### src/rtl/volt_readout_pkg.sv
package volt_readout_pkg;
  parameter int CODE_W = 8;
  parameter int SCALE_SHIFT = 1;
  parameter int DIGITS = 3;
  parameter int SEG_W = 7;
  parameter int DP_DIGIT = DIGITS - 1;

  localparam int VAL_W = CODE_W + SCALE_SHIFT;
  localparam int BCD_W = 4 * DIGITS;

  typedef logic [3:0] bcd_digit_t;
  typedef logic [SEG_W-1:0] seg_pat_t;
endpackage

### src/rtl/vd_scale.sv
module vd_scale #(
  parameter int IN_W = 8,
  parameter int SHIFT = 1
) (
  input  logic [IN_W-1:0]       raw_i,
  output logic [IN_W+SHIFT-1:0] scaled_o
);
  // Multiplication by 2**SHIFT: zeros fill the low bits.
  assign scaled_o = {raw_i, {SHIFT{1'b0}}};
endmodule

### src/rtl/vd_bin2bcd.sv
module vd_bin2bcd #(
  parameter int BIN_W = 9,
  parameter int NDIG = 3
) (
  input  logic [BIN_W-1:0]  bin_i,
  output logic [4*NDIG-1:0] bcd_o
);
  localparam int ACC_W = BIN_W + 4 * NDIG;

  logic [ACC_W-1:0] acc;

  // Shift-and-add-3: before each shift, any digit at 5 or more gets 3 added.
  always_comb begin
    acc = '0;
    acc[BIN_W-1:0] = bin_i;
    for (int s = 0; s < BIN_W; s++) begin
      for (int d = 0; d < NDIG; d++) begin
        if (acc[BIN_W+4*d +: 4] >= 4'd5)
          acc[BIN_W+4*d +: 4] = acc[BIN_W+4*d +: 4] + 4'd3;
      end
      acc = acc << 1;
    end
    bcd_o = acc[BIN_W +: 4*NDIG];
  end
endmodule

### src/rtl/vd_seg_enc.sv
module vd_seg_enc
  import volt_readout_pkg::*;
(
  input  bcd_digit_t digit_i,
  output seg_pat_t   seg_o
);
  // Active high, bit 0 = a ... bit 6 = g. Codes above 9 give a blank digit.
  always_comb begin
    case (digit_i)
      4'd0:    seg_o = 7'h3F;
      4'd1:    seg_o = 7'h06;
      4'd2:    seg_o = 7'h5B;
      4'd3:    seg_o = 7'h4F;
      4'd4:    seg_o = 7'h66;
      4'd5:    seg_o = 7'h6D;
      4'd6:    seg_o = 7'h7D;
      4'd7:    seg_o = 7'h07;
      4'd8:    seg_o = 7'h7F;
      4'd9:    seg_o = 7'h6F;
      default: seg_o = 7'h00;
    endcase
  end
endmodule

### src/rtl/voltage_readout.sv
module voltage_readout
  import volt_readout_pkg::*;
(
  input  logic             clk,
  input  logic             rst,
  input  logic [CODE_W-1:0] code_i,
  input  logic             code_valid_i,
  output logic [SEG_W-1:0] seg_hund_o,
  output logic [SEG_W-1:0] seg_tens_o,
  output logic [SEG_W-1:0] seg_unit_o,
  output logic [DIGITS-1:0] dp_o
);
  logic [VAL_W-1:0]                scaled;
  logic [BCD_W-1:0]                bcd;
  logic [DIGITS-1:0][SEG_W-1:0]    seg_next;
  logic [DIGITS-1:0][SEG_W-1:0]    seg_q;
  logic [DIGITS-1:0]               dp_q;

  vd_scale #(.IN_W(CODE_W), .SHIFT(SCALE_SHIFT)) u_scale (
    .raw_i    (code_i),
    .scaled_o (scaled)
  );

  vd_bin2bcd #(.BIN_W(VAL_W), .NDIG(DIGITS)) u_bcd (
    .bin_i (scaled),
    .bcd_o (bcd)
  );

  // the doubled value is even and at most 510.
  assert_units_even_R5: assert property (@(posedge clk) disable iff (rst)
    code_valid_i |-> (bcd[0] == 1'b0));
  assert_hund_max_R5: assert property (@(posedge clk) disable iff (rst)
    code_valid_i |-> (bcd[4*(DIGITS-1) +: 4] <= 4'd5));

  genvar g;
  generate
    for (g = 0; g < DIGITS; g++) begin : g_digit
      vd_seg_enc u_enc (
        .digit_i (bcd[4*g +: 4]),
        .seg_o   (seg_next[g])
      );
    end
  endgenerate

  always_ff @(posedge clk) begin
    if (rst) begin
      seg_q <= '0;
      dp_q  <= '0;
    end else if (code_valid_i) begin
      seg_q <= seg_next;
      dp_q  <= DIGITS'(1) << DP_DIGIT;
    end
  end

  assign seg_unit_o = seg_q[0];
  assign seg_tens_o = seg_q[1];
  assign seg_hund_o = seg_q[DIGITS-1];
  assign dp_o       = dp_q;

  assert_reset_clear_R1: assert property (@(posedge clk) disable iff (rst)
    $past(rst) |-> (seg_q == '0 && dp_q == '0));
  assert_dp_onehot_R6: assert property (@(posedge clk) disable iff (rst)
    $onehot0(dp_q));
  assert_update_dp_R7: assert property (@(posedge clk) disable iff (rst)
    (!$past(rst) && $past(code_valid_i)) |-> (dp_q[DP_DIGIT] == 1'b1));
  assert_hold_R8: assert property (@(posedge clk) disable iff (rst)
    (!$past(rst) && !$past(code_valid_i)) |-> ($stable(seg_q) && $stable(dp_q)));
endmodule

### config.mk
export PLATFORM = sky130hd
export DESIGN_NAME = voltage_readout
export DESIGN_NICKNAME = d
export VERILOG_FILES = /design/src/rtl/volt_readout_pkg.sv /design/src/rtl/vd_scale.sv /design/src/rtl/vd_bin2bcd.sv /design/src/rtl/vd_seg_enc.sv /design/src/rtl/voltage_readout.sv
export SDC_FILE = /design/constraint.sdc
export NUM_CORES = 1
export LEC_CHECK = 0
export BUFFER_PORTS_ARGS = -buffer_cell sky130_fd_sc_hd__buf_4
export CORE_MARGIN = 2
export CORE_UTILIZATION = 25
export CTS_BUF_LIST = sky130_fd_sc_hd__clkbuf_16
export DETAILED_ROUTE_END_ITERATION = 16
export SLEW_MARGIN = 20
export SYNTH_ARGS = -nofsm -noshare
export SYNTH_HDL_FRONTEND = slang
export SYNTH_SLANG_ARGS = --single-unit
### constraint.sdc
create_clock -name clk -period 6.7 [get_ports clk]
set_input_delay 0.67 -clock clk [delete_from_list [all_inputs] [get_ports clk]]
set_output_delay 0.67 -clock clk [all_outputs]
set_load 0.03 [all_outputs]
* After elaboration in Yosys (flattened, before gate mapping)
Memory sizes are Yosys's and may differ from the RTL's. A register that Yosys moved wholly into a read port is not among the register bits. Index checks and enable logic that the tools add are counted.
Word-level totals: register bits after elaboration 1, ROM bits 336, input bits 11, output and inout port bits 24, logic and storage cells 67, memories 3
Cells by class: add/subtract/negate cells 21, order comparisons 21, muxes and demuxes 21
Memories:
- (no name shown) | words 16, width 7, rd ports 1, clocked after memory_dff 1, wr ports 0, line vd_seg_enc.sv:9 | case (digit_i)
- (no name shown) | words 16, width 7, rd ports 1, clocked after memory_dff 1, wr ports 0, line vd_seg_enc.sv:9
- (no name shown) | words 16, width 7, rd ports 1, clocked after memory_dff 1, wr ports 0, line vd_seg_enc.sv:9
Operators with widths (number):
- 4-bit by 3-bit >= comparator with 1-bit output, second input constant | 18
- 4-bit 2-to-1 mux | 14
- 4-bit by 2-bit adder with 4-bit output, second input constant | 13
- 3-bit 2-to-1 mux | 7
- 3-bit by 2-bit adder with 3-bit output, second input constant | 5
- 1-bit by 2-bit adder with 3-bit output, second input constant | 2
- 1-bit by 3-bit >= comparator with 1-bit output, second input constant | 2
- 1-bit by 2-bit adder with 3-bit output, both inputs constant | 1
- 1-bit by 3-bit >= comparator with 1-bit output, both inputs constant | 1

* Depth between registers and ports, before layout
Gate-level depths: netlist of run 1.
word-level depth 16, depth in mapped cells 36, depth with buffers taken out 35

* By module
A second synthesis of run 1 with hierarchy kept.
Second synthesis, totals: cells, all modules 354, area, all modules 2765.2 sq um
Modules (own cells, without submodules):
- vd_bin2bcd | instances 1, cells each 190, area each 1256.2 sq um, sequential area each 0.0 sq um
- voltage_readout | instances 1, cells each 74, area each 815.8 sq um, sequential area each 440.4 sq um
- vd_seg_enc at g_digit[0].u_enc ... | instances 2, cells each 26, area each 201.4 sq um, sequential area each 0.0 sq um
- vd_seg_enc at g_digit[1].u_enc | instances 1, cells each 28, area each 219.0 sq um, sequential area each 0.0 sq um
- vd_scale | instances 1, cells each 10, area each 71.3 sq um, sequential area each 0.0 sq um

* Worst setup path after synthesis of run 1
No wires, ideal clock.
path kind input to register, start input code_i[6], end register seg_q (netlist bit seg_tens_o[5]), setup time 0.091 ns, arrival 6.597 ns, required time 6.609 ns, path slack 0.012 ns, stages on the path 35, path buffers 1, cells stage by stage buf_2 > inv_1 > ha_1 > o21ai_1 > xnor2_2 > inv_2 > ha_1 > nand2b_1 > a32oi_4 > xnor2_2 > inv_1 > ha_1 > inv_1 > nor2_1 > nor2_1 > mux2i_1 > nand2_1 > ha_1 > a31o_2 > nor4_1 > o221ai_1 > nand2_1 > inv_1 > ha_1 > or2_2 > o21ai_0 > mux2_2 > nor2_1 > o21ai_0 > o21ai_0 > inv_1 > ha_1 > inv_1 > o32a_1 > a311oi_1
On the way: longest elaborated chain between the ends 14, elaborated cells between the ends (all ways) 39, those cells by class add/sub (13); order compare (13); mux (13)
Ends and longest elaborated chain:
- start: declaration | line voltage_readout.sv:6 | input logic [CODE_W-1:0] code_i,
- 4-bit by 2-bit adder with 4-bit output / 4-bit by 3-bit >= comparator with 1-bit output (equally long branches) | line vd_bin2bcd.sv:19, vd_bin2bcd.sv:18
- 4-bit 2-to-1 mux (*) | line vd_bin2bcd.sv:18 | if (acc[BIN_W+4*d +: 4] >= 4'd5)
- 4-bit by 2-bit adder with 4-bit output / 4-bit by 3-bit >= comparator with 1-bit output (equally long branches) | line vd_bin2bcd.sv:19, vd_bin2bcd.sv:18
- 4-bit 2-to-1 mux | line vd_bin2bcd.sv:18
- 4-bit by 2-bit adder with 4-bit output / 4-bit by 3-bit >= comparator with 1-bit output (equally long branches) | line vd_bin2bcd.sv:19, vd_bin2bcd.sv:18
- 4-bit 2-to-1 mux | line vd_bin2bcd.sv:18
- 4-bit by 2-bit adder with 4-bit output / 4-bit by 3-bit >= comparator with 1-bit output (equally long branches) | line vd_bin2bcd.sv:19, vd_bin2bcd.sv:18
- 4-bit 2-to-1 mux | line vd_bin2bcd.sv:18
- 4-bit by 2-bit adder with 4-bit output / 4-bit by 3-bit >= comparator with 1-bit output (equally long branches) | line vd_bin2bcd.sv:19, vd_bin2bcd.sv:18
- 4-bit 2-to-1 mux | line vd_bin2bcd.sv:18
- 4-bit by 2-bit adder with 4-bit output / 4-bit by 3-bit >= comparator with 1-bit output (equally long branches) | line vd_bin2bcd.sv:19, vd_bin2bcd.sv:18
- 4-bit 2-to-1 mux | line vd_bin2bcd.sv:18
- 4-bit by 2-bit adder with 4-bit output / 4-bit by 3-bit >= comparator with 1-bit output (equally long branches) | line vd_bin2bcd.sv:19, vd_bin2bcd.sv:18
- 4-bit 2-to-1 mux | line vd_bin2bcd.sv:18
- end: declaration | line voltage_readout.sv:16 | logic [DIGITS-1:0][SEG_W-1:0] seg_q;
Mark *: on every way between the ends. The rest lies on a longest branch, timed or not. A chain may end at the register's enable or synchronous reset.

* Worst setup path after layout of run 1
Ends and elaborated chain as after synthesis.

==> flow_metrics.tcl, run 1 <==
set metrics [dict create \
    layoutNonFillerInstCount 499 \
    drv_cap 0 \
    htree_levels 1 \
    drc 0 \
    tightest_slew_ns 0.716 \
    vias 2681 \
    grt_pass1_vias 2496 \
    cts_sinks 19 \
    drt-total-wl_um 6800 \
    wl_per_cell_um 13.6 \
    fin_nets 395 \
    end_kind "flop" \
    power_density_mw_per_mm2 376 \
    final_common_cell "buf_4" \
    fin_skew_ns 0 \
    slowest_delay_ns 0.46 \
    clockRootBuffer "clkbuf_16" \
    drt_pre_antenna_iters 4 \
    track_usage 0.127 \
    max_slew_margin 0.519 \
    hold_viol 0 \
    grt_max_degree 25 \
    initial_core_util 0.255 \
    final_util 0.311 \
    status "completed" \
    synth_edf_count 0 \
    max_freq_mhz 161 \
    reg2reg_from "seg_hund_o[5]" \
    detail-route-antenna-nets 0 \
    timing.final.crit_share 0.926 \
    cts_tree "done" \
    synth_top_flop_cell "dfxtp_1" \
    die-area_mm2 0.0107 \
    clk_path_buf_depth 2 \
    drive_gt1_frac 0.213 \
    synthesis.area_mm2 0.00246 \
    path_class "in2reg" \
    async_reset_ff_frac 0 \
    ff2ff_setup_slack_ns 5.86 \
    min_from "seg_hund_o[6]" \
    rr_worst_depth 2 \
    dieWidth_um 103 \
    reg2reg_to "seg_hund_o[5]" \
    crit_path_start "code_i[6]" \
    worstSkewPairLatency_ns 0.25 \
    cts_buffers 3 \
    row_count 36 \
    boundaryPins 35 \
    p_leak_nw 1.30 \
    coreArea_mm2 0.00968 \
    avgSynthCellArea_um2 7.49 \
    crit_arrival_ns 6.37 \
    hold_depth 2 \
    cp-start-kind "input port" \
    dp_hpwl_um 5340 \
    yosys_warnings 0 \
    cp.required_ns 6.86 \
    place_congestion 0.903 \
    rsz0062_at_grt "false" \
    io_buffer_count 32 \
    ys_seq_area_frac 0.154 \
    area_delta_synth_final_pct 22.0 \
    avgViaCountPerCell 5.37 \
    peakVddDrop_mv 0.143 \
    n_antenna_cell 0 \
    grt_pass1_wl_um 11300 \
    ys_ff_latch 19 \
    fp.dieH_um 103 \
    nFillCells 1032 \
    setup_viol 0 \
    most-common-layout-cells "48 x buf_4, 31 x nor2_1, 29 x nand2_1" \
    cp_slowest_cell "a221o_1" \
    hp-class "reg2reg" \
    min_to "seg_hund_o[6]" \
    drv_slew 0 \
    synth_cells 329 \
    clk_pin_slew_ns 0.05 \
    dp.cells 493 \
    drt_iter0_drc 192 \
    critPathMaxFanout 8 \
    ys_types 71 \
    min_period_ns 6.20 \
    antenna_found_initial 0 \
    overflow 0 \
]
## final cells by class
type / count / area, um^2 / share of cell area
clock buffer: 3 / 75.1 / 0.0250
timing repair buffer: 48 / 360 / 0.120
multi-input combinational: 273 / 1940 / 0.645
inverter: 22 / 82.6 / 0.0275
sequential: 19 / 380 / 0.126
tap: 133 / 166 / 0.0553
clock inverter: 1 / 3.75 / 0.00125
## registers in the layout, summed over array words and instances (netlist names)
name	cells
seg_hund_o	7
seg_unit_o	4
dp_o	1
seg_tens_o	7
## cell families after synthesis
family,after synthesis,share of synthesized area
AOI/OAI and AO/OA,128,0.389
and+or+nand+nor,110,0.219
buffers and inverters,38,0.0680
DFF,19,0.154
adders and majority gates,17,0.0863
muxes,12,0.0538
xor gates and xnor gates,4,0.0279
other,1,0.00152
## where the power goes
| group | leakage [nW] | internal, mW | switching, mW | total (mW) |
|---|---|---|---|---|
| sequential | 0.158 | 0.146 | 0.0203 | 0.166 |
| clock | 0.0423 | 0.0794 | 0.0415 | 0.121 |
| combinational | 1.10 | 0.331 | 0.513 | 0.844 |
## synth_stat cells (all sizes together) (3+ instances only)
cell | n | area, um^2
a21oi | 22 | 121
mux2i | 8 | 83.8
o2111ai | 4 | 35.0
a311oi | 4 | 35.0
o221ai | 3 | 26.3
o211ai | 9 | 67.6
a32oi | 4 | 61.3
nand4 | 4 | 25.0
and2 | 7 | 43.8
o21bai | 4 | 33.8
a22o | 3 | 26.3
nand3 | 8 | 45.0
nor3 | 8 | 40.0
inv | 20 | 75.1
nor2 | 31 | 116
clkbuf | 8 | 30.0
a211oi | 4 | 30.0
a221oi | 4 | 35.0
a221o | 3 | 30.0
and3 | 8 | 50.1
o31ai | 3 | 27.5
o311ai | 3 | 33.8
o21ai | 24 | 124
a21o | 6 | 45.0
xnor2 | 3 | 60.1
a31oi | 10 | 62.6
nor2b | 3 | 18.8
buf | 8 | 55.1
dfxtp | 19 | 380
ha | 17 | 213
mux2 | 4 | 48.8
nand2 | 29 | 109
## worst max-delay path, delay by kind of cell
kind                     cells  cell delay [ns]
AO/OA/AOI/OAI                9             2.20
adder cells (fa/ha/maj)      5             1.02
AND/OR/NAND/NOR              5             0.86
XOR/XNOR                     3             0.56
buffers and inverters        8             0.86
multiplexers                 1             0.20
## what timing repair did
action,in CTS,in global routing
setup endpoints to repair,0,10
resized for setup,0,7
buffers inserted,0,2
hold buffers,0,0
## routing by layer
| metal | GRT usage | up-vias | routed length, um |
|---|---|---|---|
| met3 | 0.0202 | 12 | 351 |
| met1 | 0.166 | 1255 | 2940 |
| met5 | 0 | - | 0 |
| met4 | 0.0294 | 0 | 99 |
| li1 | - | 1332 | - |
| met2 | 0.220 | 82 | 3400 |
## worst max-delay path by stage
stage	end	slack, ns	depth (start not counted)
after global placement	seg_tens_o[5]	0.20	32
after floorplan	seg_tens_o[5]	0.01	35
after CTS	seg_tens_o[5]	0.16	32
after global routing	seg_tens_o[5]	0.07	34
final	seg_tens_o[5]	0.50	31
after detailed placement	seg_tens_o[5]	-0.07	32
## metrics by stage
stage | area [um^2] | hold slack, ns | setup WS (ns) | setup TNS (ns) | power, mW
floorplan | 2470 | 0.581 | 0.0123 | 0 | 0.763
global placement | 2900 | 0.452 | 0.198 | 0 | 0.980
detailed placement | 2900 | 0.469 | -0.0666 | -0.0666 | 0.989
CTS | 2970 | 0.476 | 0.164 | 0 | 1.11
global route | 3010 | 0.506 | 0.0691 | 0 | 1.23
finish | 3010 | 0.470 | 0.498 | 0 | 1.13
Power figures use the tool's default switching activity.
==> run 2, diff against run 1 <==
--- a/config.mk
+++ b/config.mk
@@ -5,7 +5,7 @@
 export SDC_FILE = /design/constraint.sdc
 export NUM_CORES = 1
 export LEC_CHECK = 0
-export BUFFER_PORTS_ARGS = -buffer_cell sky130_fd_sc_hd__buf_4
+export BUFFER_PORTS_ARGS = -buffer_cell sky130_fd_sc_hd__buf_2
 export CORE_MARGIN = 2
 export CORE_UTILIZATION = 25
 export CTS_BUF_LIST = sky130_fd_sc_hd__clkbuf_16
==> run 2 against run 1 <==
Net effect: sequential power barely moved; first-iteration DRC count fell by 11%; fmax rose by 0.16%; global-route usage fell by 0.19 points; clock power barely moved; clock skew did not move; critical endpoint unchanged.
==> flow_metrics.tcl, run 2 (synthesis gave the netlist of run 1 again) <==
set metrics [dict create \
    cts_tree "done" \
    peakVddDrop_mv 0.161 \
    cp_slowest_cell "o32a_1" \
    drt_pre_antenna_iters 4 \
    nFillCells 1037 \
    area_delta_synth_final_pct 18.1 \
    cp_top_family "compound AO/OA/AOI/OAI gates" \
    tightest_slew_ns 0.741 \
    vias 2677 \
    end_kind "flop" \
    dp_slack_ns -0.00564 \
    cts_buffers 3 \
    fin_nets 393 \
    clk_pin_slew_ns 0.05 \
    clockRootBuffer "clkbuf_16" \
    grt_pass1_wl_um 11200 \
    die-area_mm2 0.0107 \
    initial_core_util 0.255 \
    status "completed" \
    crit_top_cell "ha_1" \
    drt_iter0_drc 170 \
    hp-class "reg2reg" \
    antenna_found_initial 0 \
    fp.dieH_um 103 \
    reg2reg_from "seg_hund_o[5]" \
    ff2ff_setup_slack_ns 5.87 \
    final_common_cell "buf_2" \
    critPathMaxFanout 8 \
    worst-path-stages 34 \
    coreArea_mm2 0.00968 \
    avgViaCountPerCell 5.39 \
    boundaryPins 35 \
    most-common-layout-cells "32 x buf_2, 29 x nand2_1, 29 x nor2_1" \
    hold_buffers 0 \
    max_freq_mhz 161 \
    reg2reg_to "seg_hund_o[5]" \
    worst-path-buf-inv 7 \
    cp.required_ns 6.86 \
    cts-resized-gates 0 \
    rr_worst_depth 2 \
    drv_cap 0 \
    track_usage 0.125 \
    row_count 36 \
    max_slew_margin 0.502 \
    grt_max_degree 25 \
    setup_viol 0 \
    slowest_delay_ns 0.34 \
    detail-route-antenna-nets 0 \
    drive_gt1_frac 0.212 \
    post_cts_buffers 0 \
    dieWidth_um 103 \
    p_leak_nw 1.27 \
    n_antenna_cell 0 \
    worstSkewPairLatency_ns 0.25 \
    worstSetupEndpoint "seg_tens_o[5]" \
    power_density_mw_per_mm2 382 \
    io_buffer_count 32 \
    wl_per_cell_um 13.5 \
    dp_hpwl_um 5220 \
    setup_tns_ns 0 \
    drv_slew 0 \
    crit_path_start "code_i[6]" \
    timing.final.crit_share 0.924 \
    htree_levels 1 \
    place_congestion 0.916 \
    grt_pass1_vias 2432 \
    total_power_mw 1.11 \
    drc 0 \
    min_period_ns 6.19 \
    hold_viol 0 \
    path_class "in2reg" \
    crit_arrival_ns 6.36 \
    fin_skew_ns 0 \
    overflow 0 \
    cp-start-kind "input port" \
    cts_sinks 19 \
    clk_path_buf_depth 2 \
    finalWorstSetupSlack_ns 0.508 \
    drt-total-wl_um 6700 \
]
[run 2: metrics by stage]
step | hold WS [ns] | instances | util | area, um^2
final | 0.465 | 497 | 0.301 | 2910
after CTS | 0.470 | 497 | 0.299 | 2890
after detailed placement | 0.455 | 493 | 0.291 | 2820
after floorplan | 0.581 | 330 | - | 2470
after global placement | 0.445 | 493 | 0.291 | 2820
after global routing | 0.490 | 497 | 0.301 | 2910
[run 2: routing by layer]
layer  vias to the layer above  wire, um  global-route usage
met5                         -         0                   0
met4                         0       138              0.0374
met3                        15       302              0.0175
met2                        82      3270               0.212
met1                      1252      2990               0.166
li1                       1328         -                   -
[run 2: final cells by class]
class	count	area (um^2)	share of cell area
multi-input cells	273	1940	0.666
well taps	133	166	0.0572
clock inverters	1	3.75	0.00129
flip-flops and latches	19	380	0.131
repair buffers	46	265	0.0911
inverters	22	82.6	0.0284
clock buffers	3	75.1	0.0258
[run 2: how the worst min path moves through the flow]
stage | slack [ns] | from | cells after the start | to
floorplan | 0.58 | seg_tens_o[1] | 2 | seg_tens_o[1]
CTS | 0.47 | seg_hund_o[6] | 2 | seg_hund_o[6]
global route | 0.49 | seg_tens_o[4] | 1 | seg_tens_o[4]
detailed placement | 0.45 | dp_o[2] | 2 | dp_o[2]
global placement | 0.44 | dp_o[2] | 2 | dp_o[2]
finish | 0.46 | seg_hund_o[6] | 2 | seg_hund_o[6]
[run 2: worst min-delay path, cell delays in order (launching register included)]
cell and delay, ns:
dfxtp_1 0.30, nand2_1 0.06, a21oi_1 0.06
[run 2: report_power, final]
group,switching (mW),internal (mW),total (mW)
Sequential,0.0169,0.146,0.163
Combinational,0.514,0.314,0.827
Clock,0.0417,0.0794,0.121
Total,0.572,0.539,1.11
